===== config.mk =====
export PLATFORM = sky130hd
export DESIGN_NAME = desc_ring
export DESIGN_NICKNAME = d
export VERILOG_FILES = /design/src/rtl/desc_ring.sv
export SDC_FILE = /design/constraint.sdc
export NUM_CORES = 1
export LEC_CHECK = 0
export ABC_CLOCK_PERIOD_IN_PS = 5100
export BUFFER_PORTS_ARGS = -buffer_cell sky130_fd_sc_hd__buf_2
export CELL_PAD_IN_SITES_DETAIL_PLACEMENT = 0
export CELL_PAD_IN_SITES_GLOBAL_PLACEMENT = 1
export CORE_ASPECT_RATIO = 1.1
export CORE_MARGIN = 5
export CORE_UTILIZATION = 40
export CTS_BUF_LIST = sky130_fd_sc_hd__clkbuf_8
export CTS_CLUSTER_SIZE = 14
export DETAILED_ROUTE_END_ITERATION = 8
export GPL_TIMING_DRIVEN = 0
export PLACE_DENSITY_LB_ADDON = 0.25
export SLEW_MARGIN = 10
export SYNTH_ARGS = -nofsm -noshare
export SYNTH_HDL_FRONTEND = slang
export SYNTH_SLANG_ARGS = --single-unit

===== constraint.sdc =====
create_clock -name clk -period 5.1 [get_ports clk]
set_clock_uncertainty 0.15 [all_clocks]
set_input_delay 1.53 -clock clk [delete_from_list [all_inputs] [get_ports clk]]
set_output_delay 1.53 -clock clk [all_outputs]
set_load 0.01 [all_outputs]

===== src/rtl/desc_ring.sv =====
module desc_ring #(
  parameter int WORD_W     = 32,
  parameter int NOTIFY_BIT = 16
) (
  input  logic                clk,
  input  logic                rst_n,
  input  logic                wr_en,
  input  logic [WORD_W-1:0]   wr_data,
  input  logic                ctl_we,
  input  logic                ctl_rst,
  input  logic                stat_we,
  input  logic                stat_err_w1,
  output logic [31:0]         status,
  output logic                pop_valid,
  input  logic                pop_ready,
  output logic [2*WORD_W-1:0] pop_addr,
  output logic [WORD_W-1:0]   pop_len,
  output logic [WORD_W-1:0]   pop_flags,
  output logic                pop_notify
);
  localparam int SLOTS = 4;
  localparam int PW    = 2;
  localparam int CW    = 3;
  localparam int EW    = 4 * WORD_W;

  logic [PW-1:0]     wptr, rptr;
  logic [CW-1:0]     cnt;
  logic [1:0]        wcnt;
  logic              err, ring_rst;
  logic [WORD_W-1:0] stage [4];
  logic [EW-1:0]     slot_q [SLOTS];
  logic [EW-1:0]     head;

  logic full, empty, last_word, pop, push, ovf;

  assign full      = (cnt == CW'(SLOTS));
  assign empty     = (cnt == '0);
  assign pop_valid = !empty && !ring_rst;
  assign pop       = pop_valid && pop_ready;
  assign last_word = wr_en && !ring_rst && (wcnt == 2'd3);
  assign push      = last_word && (!full || pop);
  assign ovf       = last_word && full && !pop;

  always_ff @(posedge clk or negedge rst_n) begin
    if (!rst_n)      ring_rst <= 1'b0;
    else if (ctl_we) ring_rst <= ctl_rst;
  end

  always_ff @(posedge clk or negedge rst_n) begin
    if (!rst_n) begin
      wptr <= '0;
      rptr <= '0;
      cnt  <= '0;
      wcnt <= '0;
    end else if (ring_rst) begin
      wptr <= '0;
      rptr <= '0;
      cnt  <= '0;
      wcnt <= '0;
    end else begin
      if (wr_en) wcnt <= wcnt + 2'd1;
      if (push)  wptr <= wptr + PW'(1);
      if (pop)   rptr <= rptr + PW'(1);
      case ({push, pop})
        2'b10:   cnt <= cnt + CW'(1);
        2'b01:   cnt <= cnt - CW'(1);
        default: cnt <= cnt;
      endcase
    end
  end

  always_ff @(posedge clk or negedge rst_n) begin
    if (!rst_n)                        err <= 1'b0;
    else if (ovf)                      err <= 1'b1;
    else if (stat_we && stat_err_w1)   err <= 1'b0;
  end

  always_ff @(posedge clk) begin
    if (wr_en && !ring_rst && wcnt != 2'd3) stage[wcnt] <= wr_data;
  end

  always_ff @(posedge clk) begin
    if (push) slot_q[wptr] <= {wr_data, stage[2], stage[1], stage[0]};
  end

  assign head       = slot_q[rptr];
  assign pop_addr   = head[2*WORD_W-1:0];
  assign pop_len    = head[3*WORD_W-1:2*WORD_W];
  assign pop_flags  = head[4*WORD_W-1:3*WORD_W];
  assign pop_notify = pop_flags[NOTIFY_BIT];

  assign status = {21'b0, err, full, empty, 2'b0, rptr, 2'b0, wptr};
endmodule



==> results.py, run 1 <==
metrics = {
    "synthesis": {
        "postSynthAreaPerCell_um2": 25.39,
        "synth_most_common_cell": "edfxtp_1",
        "yosysSeqAreaShare_pct": 82.96,
        "synth_edf_count": 608,
        "synth_top_family_by_area": "multiplexers",
        "synth-simple-area-share_pct": 0.8457,
        "async_flop_share_pct": 1.777,
        "synth_compound_area_share_pct": 0.4033,
        "synthesis.area_um2": 22340,
        "ys_types": 37,
        "synth-xor-area-share_pct": 0.1960,
        "synth.top_cell.area_share_pct": 81.73,
        "synth.area.mux_share_pct": 13.14,
        "ys_warn_count": 0,
        "synth-seq-cells": 619,
        "synth_fa_ha_area_share_pct": 0.5377,
        "netlist_instances": 880,
        "synth_ff_type": "edfxtp_1",
        "synthTopCellsByArea": "edfxtp_1 (82%), mux4_2 (13%), buf_4 (1.4%), dfrtp_1 (1.2%), ha_1 (0.45%)",
        "synth_top_cell_by_area": "edfxtp_1",
        "synth_common_cells": "edfxtp_1 (608), mux4_2 (128), buf_4 (41)",
    },
    "worst_setup_path": {
        "startpoint_type": "flip-flop",
        "cp-end-kind": "primary output",
        "worstPathArrival_ns": 3.04,
        "slowest_delay_ns": 0.88,
        "path_common_cell": "buf_2",
        "cp_top_family": "buffers and inverters",
        "worst-setup-path-type": "flip-flop to primary output",
        "required_ns": 3.42,
        "crit_buf_inv": 3,
        "critPathMaxFanout": 10,
        "critPathSlowestCell": "buf_1",
        "crit_chain": "buf_2 -> buf_1 -> mux4_2 -> buf_2",
    },
    "drt": {
        "ant_nets": 0,
        "wl_per_cell_um": 23.31,
        "avgViaCountPerCell": 4.936,
        "drt_first_pass_iters": 5,
        "totalWireLength_um": 46500,
        "drc": 0,
        "vias": 9847,
        "drtIter0Drc": 647,
    },
    "global_route": {
        "grt-busiest-layer": "met2",
        "use_met3_pct": 3.618,
        "antenna_found_initial": 1,
        "first_global_vias": 10611,
        "track_usage_pct": 15.37,
        "grt_pass1_wl_um": 70010,
        "grt_overflow_total": 0,
        "grtUsageMet1_pct": 20.68,
        "grt_max_degree": 49,
        "met2_usage_pct": 25.12,
    },
    "floorplan": {
        "placementRows": 90,
        "core_um2": 55070,
        "die-width_um": 235.3,
        "start_util_pct": 40.57,
        "num_io_pins": 202,
        "dieArea_um2": 60680,
        "die-height_um": 257.9,
    },
    "power": {
        "total_leakage_power_uw": 0.008653,
        "peakVddDrop_mv": 0.1709,
        "p_per_area_nw_per_um2": 371.8,
    },
    "final_layout": {
        "fin_util_pct": 47.74,
        "final_nets": 1241,
        "drive_gt1_share_pct": 39.35,
        "instances_no_fill": 1995,
        "syn_to_final_growth_pct": 17.67,
    },
    "place": {
        "port_buffers": 174,
        "dp_slack_ns": 0.9264,
        "place_congestion": 0.6781,
        "dp_hpwl_um": 27890,
        "placed_cells_incl_taps": 1828,
    },
    "clock_network": {
        "clk_pin_slew_ns": 0.06,
        "cts_buffers": 98,
        "clkLatencyLatePin_ns": 0.68,
        "cts_resized": 0,
        "post_cts_buffers": 0,
        "cts_root_buffer": "clkbuf_8",
        "cts_hold_buffers": 0,
        "clock-sinks": 619,
        "cts_tree": "yes",
        "h-tree-depth": 3,
        "cts_max_path_buffers": 3,
    },
    "timing": {
        "fin_crit_sh_pct": 92.53,
        "slew_headroom_pct": 24.20,
        "fin_ws_ns": 0.3811,
        "setup_violations": 0,
        "fin_setup_tns_ns": 0,
        "hold_viol": 0,
        "tightestPinTransition_ns": 1.137,
        "slew_viol_final": 0,
        "rsz0062_at_grt": "no",
        "period_minus_slack_ns": 4.719,
        "fmax_mhz": 211.9,
    },
    "run": {
        "cap_violations": 0,
    },
    "worst_hold_path": {
        "holdCritPathClass": "flip-flop to flip-flop",
    },
    "run_status": {
        "status": "finished clean",
    },
}
[placed cells by master (no fill, tap or decap), types with 8 or more instances in the layout]
cell / synthesis / final
buf_1: 9 / 9
buf_16: 0 / 8
buf_2: 9 / 183
buf_4: 41 / 41
clkbuf_8: 0 / 99
clkinv_1: 0 / 17
conb_1: 1 / 25
dfrtp_1: 11 / 11
edfxtp_1: 608 / 608
ha_1: 8 / 8
inv_1: 5 / 38
mux4_2: 128 / 128
nor2_1: 8 / 8
[path summary, 6_finish.rpt]
check                              from             to  slack [ns]  depth (start not counted)
hold reg to reg            stage[1][16]  slot_q[2][48]        0.33                          0
hold / removal             stage[1][16]  slot_q[2][48]        0.33                          0
min in group asynchronous         rst_n        wptr[0]        0.59                          1
setup reg to reg                wcnt[0]  slot_q[3][42]        2.22                          6
max in group asynchronous         rst_n        wcnt[1]        3.98                          1
setup / recovery                rptr[1]   pop_addr[58]        0.38                          4
[per-stage QoR]
stage,hold WS (ns),total power [µW],instance area (µm²)
after floorplan,0.3087,5977,22430
after global placement,0.3167,6140,24230
after detailed placement,0.3292,6154,24570
after CTS,0.3231,9926,26280
after global routing,0.3410,10190,26290
final,0.3285,9774,26290
[final cells by class]
cell class | instances | area, µm²
Sequential cell | 619 | 18530
Fill cell | 4534 | 28780
Buffer | 64 | 405.4
Timing Repair Buffer | 188 | 1211
Clock buffer | 99 | 1363
Multi-Input combinational cell | 216 | 3486
Inverter | 5 | 18.77
Tap cell | 736 | 920.9
Antenna cell | 1 | 2.502
Clock inverter | 67 | 346.6
[report_power, final]
group          switching (µW)  internal [µW]  total, µW  leakage, µW
Sequential               36.5           5640       5680      0.00563
Clock                    1840           1900       3740     0.000977
Combinational             209            150        358      0.00205
Total                    2090           7680       9770      0.00865
[state kept, by name (all words and copies together) (netlist names)]
signal,flops
ring_rst,1
stage,96
cnt,3
err,1
rptr,2
wptr,2
slot_q,512
wcnt,2
[metal layers]
layer  wire length (µm)  share of wire (%)
met1              20150                 43
met3               2335                5.0
met5                  0                  0
met4                873                1.9
met2              23140                 50
[logic make-up after synthesis]
| group | after synthesis |
|---|---|
| other cells | 1 |
| simple gates | 32 |
| xor+xnor | 5 |
| flops | 619 |
| buf+inv | 69 |
| mux | 133 |
| fa+ha+maj | 9 |
| compound gates | 12 |
Note: power is estimated with default switching activity, not from simulation.
==> run 2, diff against run 1 <==
--- a/config.mk
+++ b/config.mk
@@ -5,6 +5,7 @@
 export SDC_FILE = /design/constraint.sdc
 export NUM_CORES = 1
 export LEC_CHECK = 0
+export ABC_AREA = 1
 export ABC_CLOCK_PERIOD_IN_PS = 5100
 export BUFFER_PORTS_ARGS = -buffer_cell sky130_fd_sc_hd__buf_2
 export CELL_PAD_IN_SITES_DETAIL_PLACEMENT = 0
@@ -17,6 +18,7 @@
 export DETAILED_ROUTE_END_ITERATION = 8
 export GPL_TIMING_DRIVEN = 0
 export PLACE_DENSITY_LB_ADDON = 0.25
+export SKIP_LAST_GASP = 1
 export SLEW_MARGIN = 10
 export SYNTH_ARGS = -nofsm -noshare
 export SYNTH_HDL_FRONTEND = slang
==> run 2 against run 1 <==
Compared with the run above:
- hold slack better by 0.0045 ns
- highest routed layer is now met5
- synthesized cell count is 66% higher
- sequential power hardly changed
- maximum frequency is 0.83% higher
==> results.py, run 2 <==
metrics = {
    "worst_setup_path": {
        "slowest_delay_ns": 0.61,
        "critPathSlowestCell": "dfrtp_1",
        "worstPathArrival_ns": 3.00,
        "startpoint_type": "flip-flop",
        "path_common_cell": "buf_2",
        "worst-setup-path-type": "flip-flop to primary output",
        "crit_chain": "buf_2 -> clkbuf_1 -> o21ai_0 -> o22ai_1 -> buf_2",
        "required_ns": 3.42,
        "cp-end-kind": "primary output",
        "critPathMaxFanout": 10,
    },
    "floorplan": {
        "placementRows": 91,
        "dieArea_um2": 61920,
        "core_um2": 56250,
        "die-width_um": 237.7,
        "die-height_um": 260.5,
        "start_util_pct": 40.56,
        "num_io_pins": 202,
    },
    "synthesis": {
        "synth_top_cell_by_area": "edfxtp_1",
        "synthTopCellsByArea": "edfxtp_1 (80%), o21ai_0 (5.0%), nor2_1 (4.4%), o22ai_1 (3.5%), buf_6 (1.3%)",
        "synth-xor-area-share_pct": 0.03839,
        "synth.top_cell.area_share_pct": 80.02,
        "synth_fa_ha_area_share_pct": 0.5265,
        "ys_types": 26,
        "synth_top_family_by_area": "compound AO/OA/AOI/OAI gates",
        "synth_common_cells": "edfxtp_1 (608), nor2_1 (270), o21ai_0 (227)",
        "synth_ff_type": "edfxtp_1",
        "synthesis.area_um2": 22820,
        "async_flop_share_pct": 1.777,
        "synth_edf_count": 608,
        "synth.area.mux_share_pct": 0,
        "synth-simple-area-share_pct": 5.133,
        "ys_warn_count": 0,
        "netlist_instances": 1461,
        "synth_most_common_cell": "edfxtp_1",
        "synth_compound_area_share_pct": 9.350,
        "postSynthAreaPerCell_um2": 15.62,
        "synth-seq-cells": 619,
        "yosysSeqAreaShare_pct": 81.23,
    },
    "timing": {
        "period_minus_slack_ns": 4.680,
        "slew_viol_final": 0,
        "rsz0062_at_grt": "no",
        "slew_headroom_pct": 50.18,
        "fin_crit_sh_pct": 91.76,
        "hold_viol": 0,
        "fmax_mhz": 213.7,
        "hold_slack_ns": 0.3330,
        "setup_violations": 0,
        "tightestPinTransition_ns": 0.7472,
    },
    "final_layout": {
        "regMostFlops": "slot_q",
        "fillerInstances": 4866,
        "final_nets": 1836,
        "largest_reg_flops": 512,
        "drive_gt1_share_pct": 22.16,
        "fin_util_pct": 48.38,
        "final_cell_mix": "edfxtp_1 (608), nor2_1 (263), o21ai_0 (227)",
        "layout_commonest_cell": "edfxtp_1",
        "fin_area_um2": 27210,
        "syn_to_final_growth_pct": 19.28,
        "reg_top3": "slot_q x512, stage x96, cnt x3",
    },
    "place": {
        "port_buffers": 176,
        "dp_hpwl_um": 39240,
        "placed_cell_area_um2": 25370,
        "place_congestion": 0.7640,
    },
    "power": {
        "p_per_area_nw_per_um2": 375.9,
        "peakVddDrop_mv": 0.1636,
        "total_leakage_power_uw": 0.009514,
    },
    "drt": {
        "ant_nets": 0,
        "drt_first_pass_iters": 5,
        "drc": 0,
        "vias": 13345,
        "avgViaCountPerCell": 5.125,
        "totalWireLength_um": 60150,
        "drtIter0Drc": 990,
        "wl_per_cell_um": 23.10,
    },
    "clock_network": {
        "clock-sinks": 619,
        "cts_root_buffer": "clkbuf_8",
        "clk_pin_slew_ns": 0.06,
        "cts_buffers": 97,
        "clkLatencyLatePin_ns": 0.66,
        "h-tree-depth": 3,
        "cts_hold_buffers": 0,
        "cts_tree": "yes",
        "cts_max_path_buffers": 3,
        "post_cts_buffers": 0,
        "cts_resized": 0,
    },
    "run_status": {
        "status": "finished clean",
    },
    "global_route": {
        "antenna_found_initial": 2,
        "grt_max_degree": 25,
        "first_global_vias": 13271,
        "grt_pass1_wl_um": 86740,
        "track_usage_pct": 18.93,
        "grt_overflow_total": 0,
    },
    "run": {
        "cap_violations": 0,
    },
    "worst_hold_path": {
        "holdCritPathClass": "flip-flop to flip-flop",
    },
}
## run 2: changes by cell type in the layout (fill, tap and decap cells not counted), sizes merged, moves of 28 or more
| cell | previous run | this run |
|---|---|---|
| o21ai | 3 | 263 |
| buf | 247 | 275 |
| o22ai | 0 | 128 |
| mux4 | 128 | 0 |
| clkbuf | 104 | 150 |
| nor2 | 9 | 270 |
## run 2: stage by stage
step	worst slack, ns	power (µW)	setup TNS, ns	std cells
6_report	0.4200	10230	0	2604
5_1_grt	0.2422	10630	0	2604
4_1_cts	0.3156	10350	0	2603
3_5_place_dp	1.007	6384	0	2432
3_3_place_gp	-3.929	6366	-2031.94	2405
2_1_floorplan	-0.6933	6073	-354.97	1485
## run 2: worst max-delay path: cells and delay by family, from the launching register on
kind | cells | cell delay [ns]
buffers and inverters | 3 | 1.16
DFF | 1 | 0.61
AOI/OAI and AO/OA | 2 | 0.56
## run 2: metal layers
| layer | part of all wire, % | track usage, % | vias to the layer above |
|---|---|---|---|
| met5 | 0.012 | 0 | - |
| met4 | 2.3 | 6.094 | 2 |
| met3 | 6.1 | 3.646 | 84 |
| met2 | 49 | 31.65 | 451 |
| met1 | 42 | 25.21 | 6689 |
| li1 | - | - | 6119 |
## run 2: final timing paths
check                           endpoint  cells past startpoint  slack, ns    startpoint
max                          pop_len[22]                      5       0.42       rptr[1]
min                        slot_q[0][80]                      0       0.33  stage[2][16]
max reg2reg                slot_q[3][47]                      9       2.02      ring_rst
min reg2reg                slot_q[0][80]                      0       0.33  stage[2][16]
max in group asynchronous        wptr[0]                      1       3.98         rst_n
min in group asynchronous        rptr[0]                      1       0.59         rst_n
## run 2: logic make-up after synthesis
kind of cell | after synthesis
AND/OR/NAND/NOR | 303
AO/OA/AOI/OAI | 393
XOR/XNOR | 1
adder cells (fa/ha/maj) | 9
flip-flops | 619
buffers and inverters | 135
other | 1
## run 2: cell type report
class	count	area, µm²	share of cell area (%)
Clock buffer	108	1486	5.462
Inverter	21	81.33	0.2989
Sequential cell	619	18530	68.10
Multi-Input combinational cell	731	3580	13.15
Timing Repair Buffer	203	1481	5.444
Tap cell	744	930.9	3.421
Antenna cell	1	2.502	0.009195
Buffer	114	764.5	2.809
Clock inverter	63	354.1	1.301
## run 2: where the power goes
group	internal, µW	switching (µW)
clock	2130	1830
combinational	179	397
sequential	5650	45.2
total	7950	2280
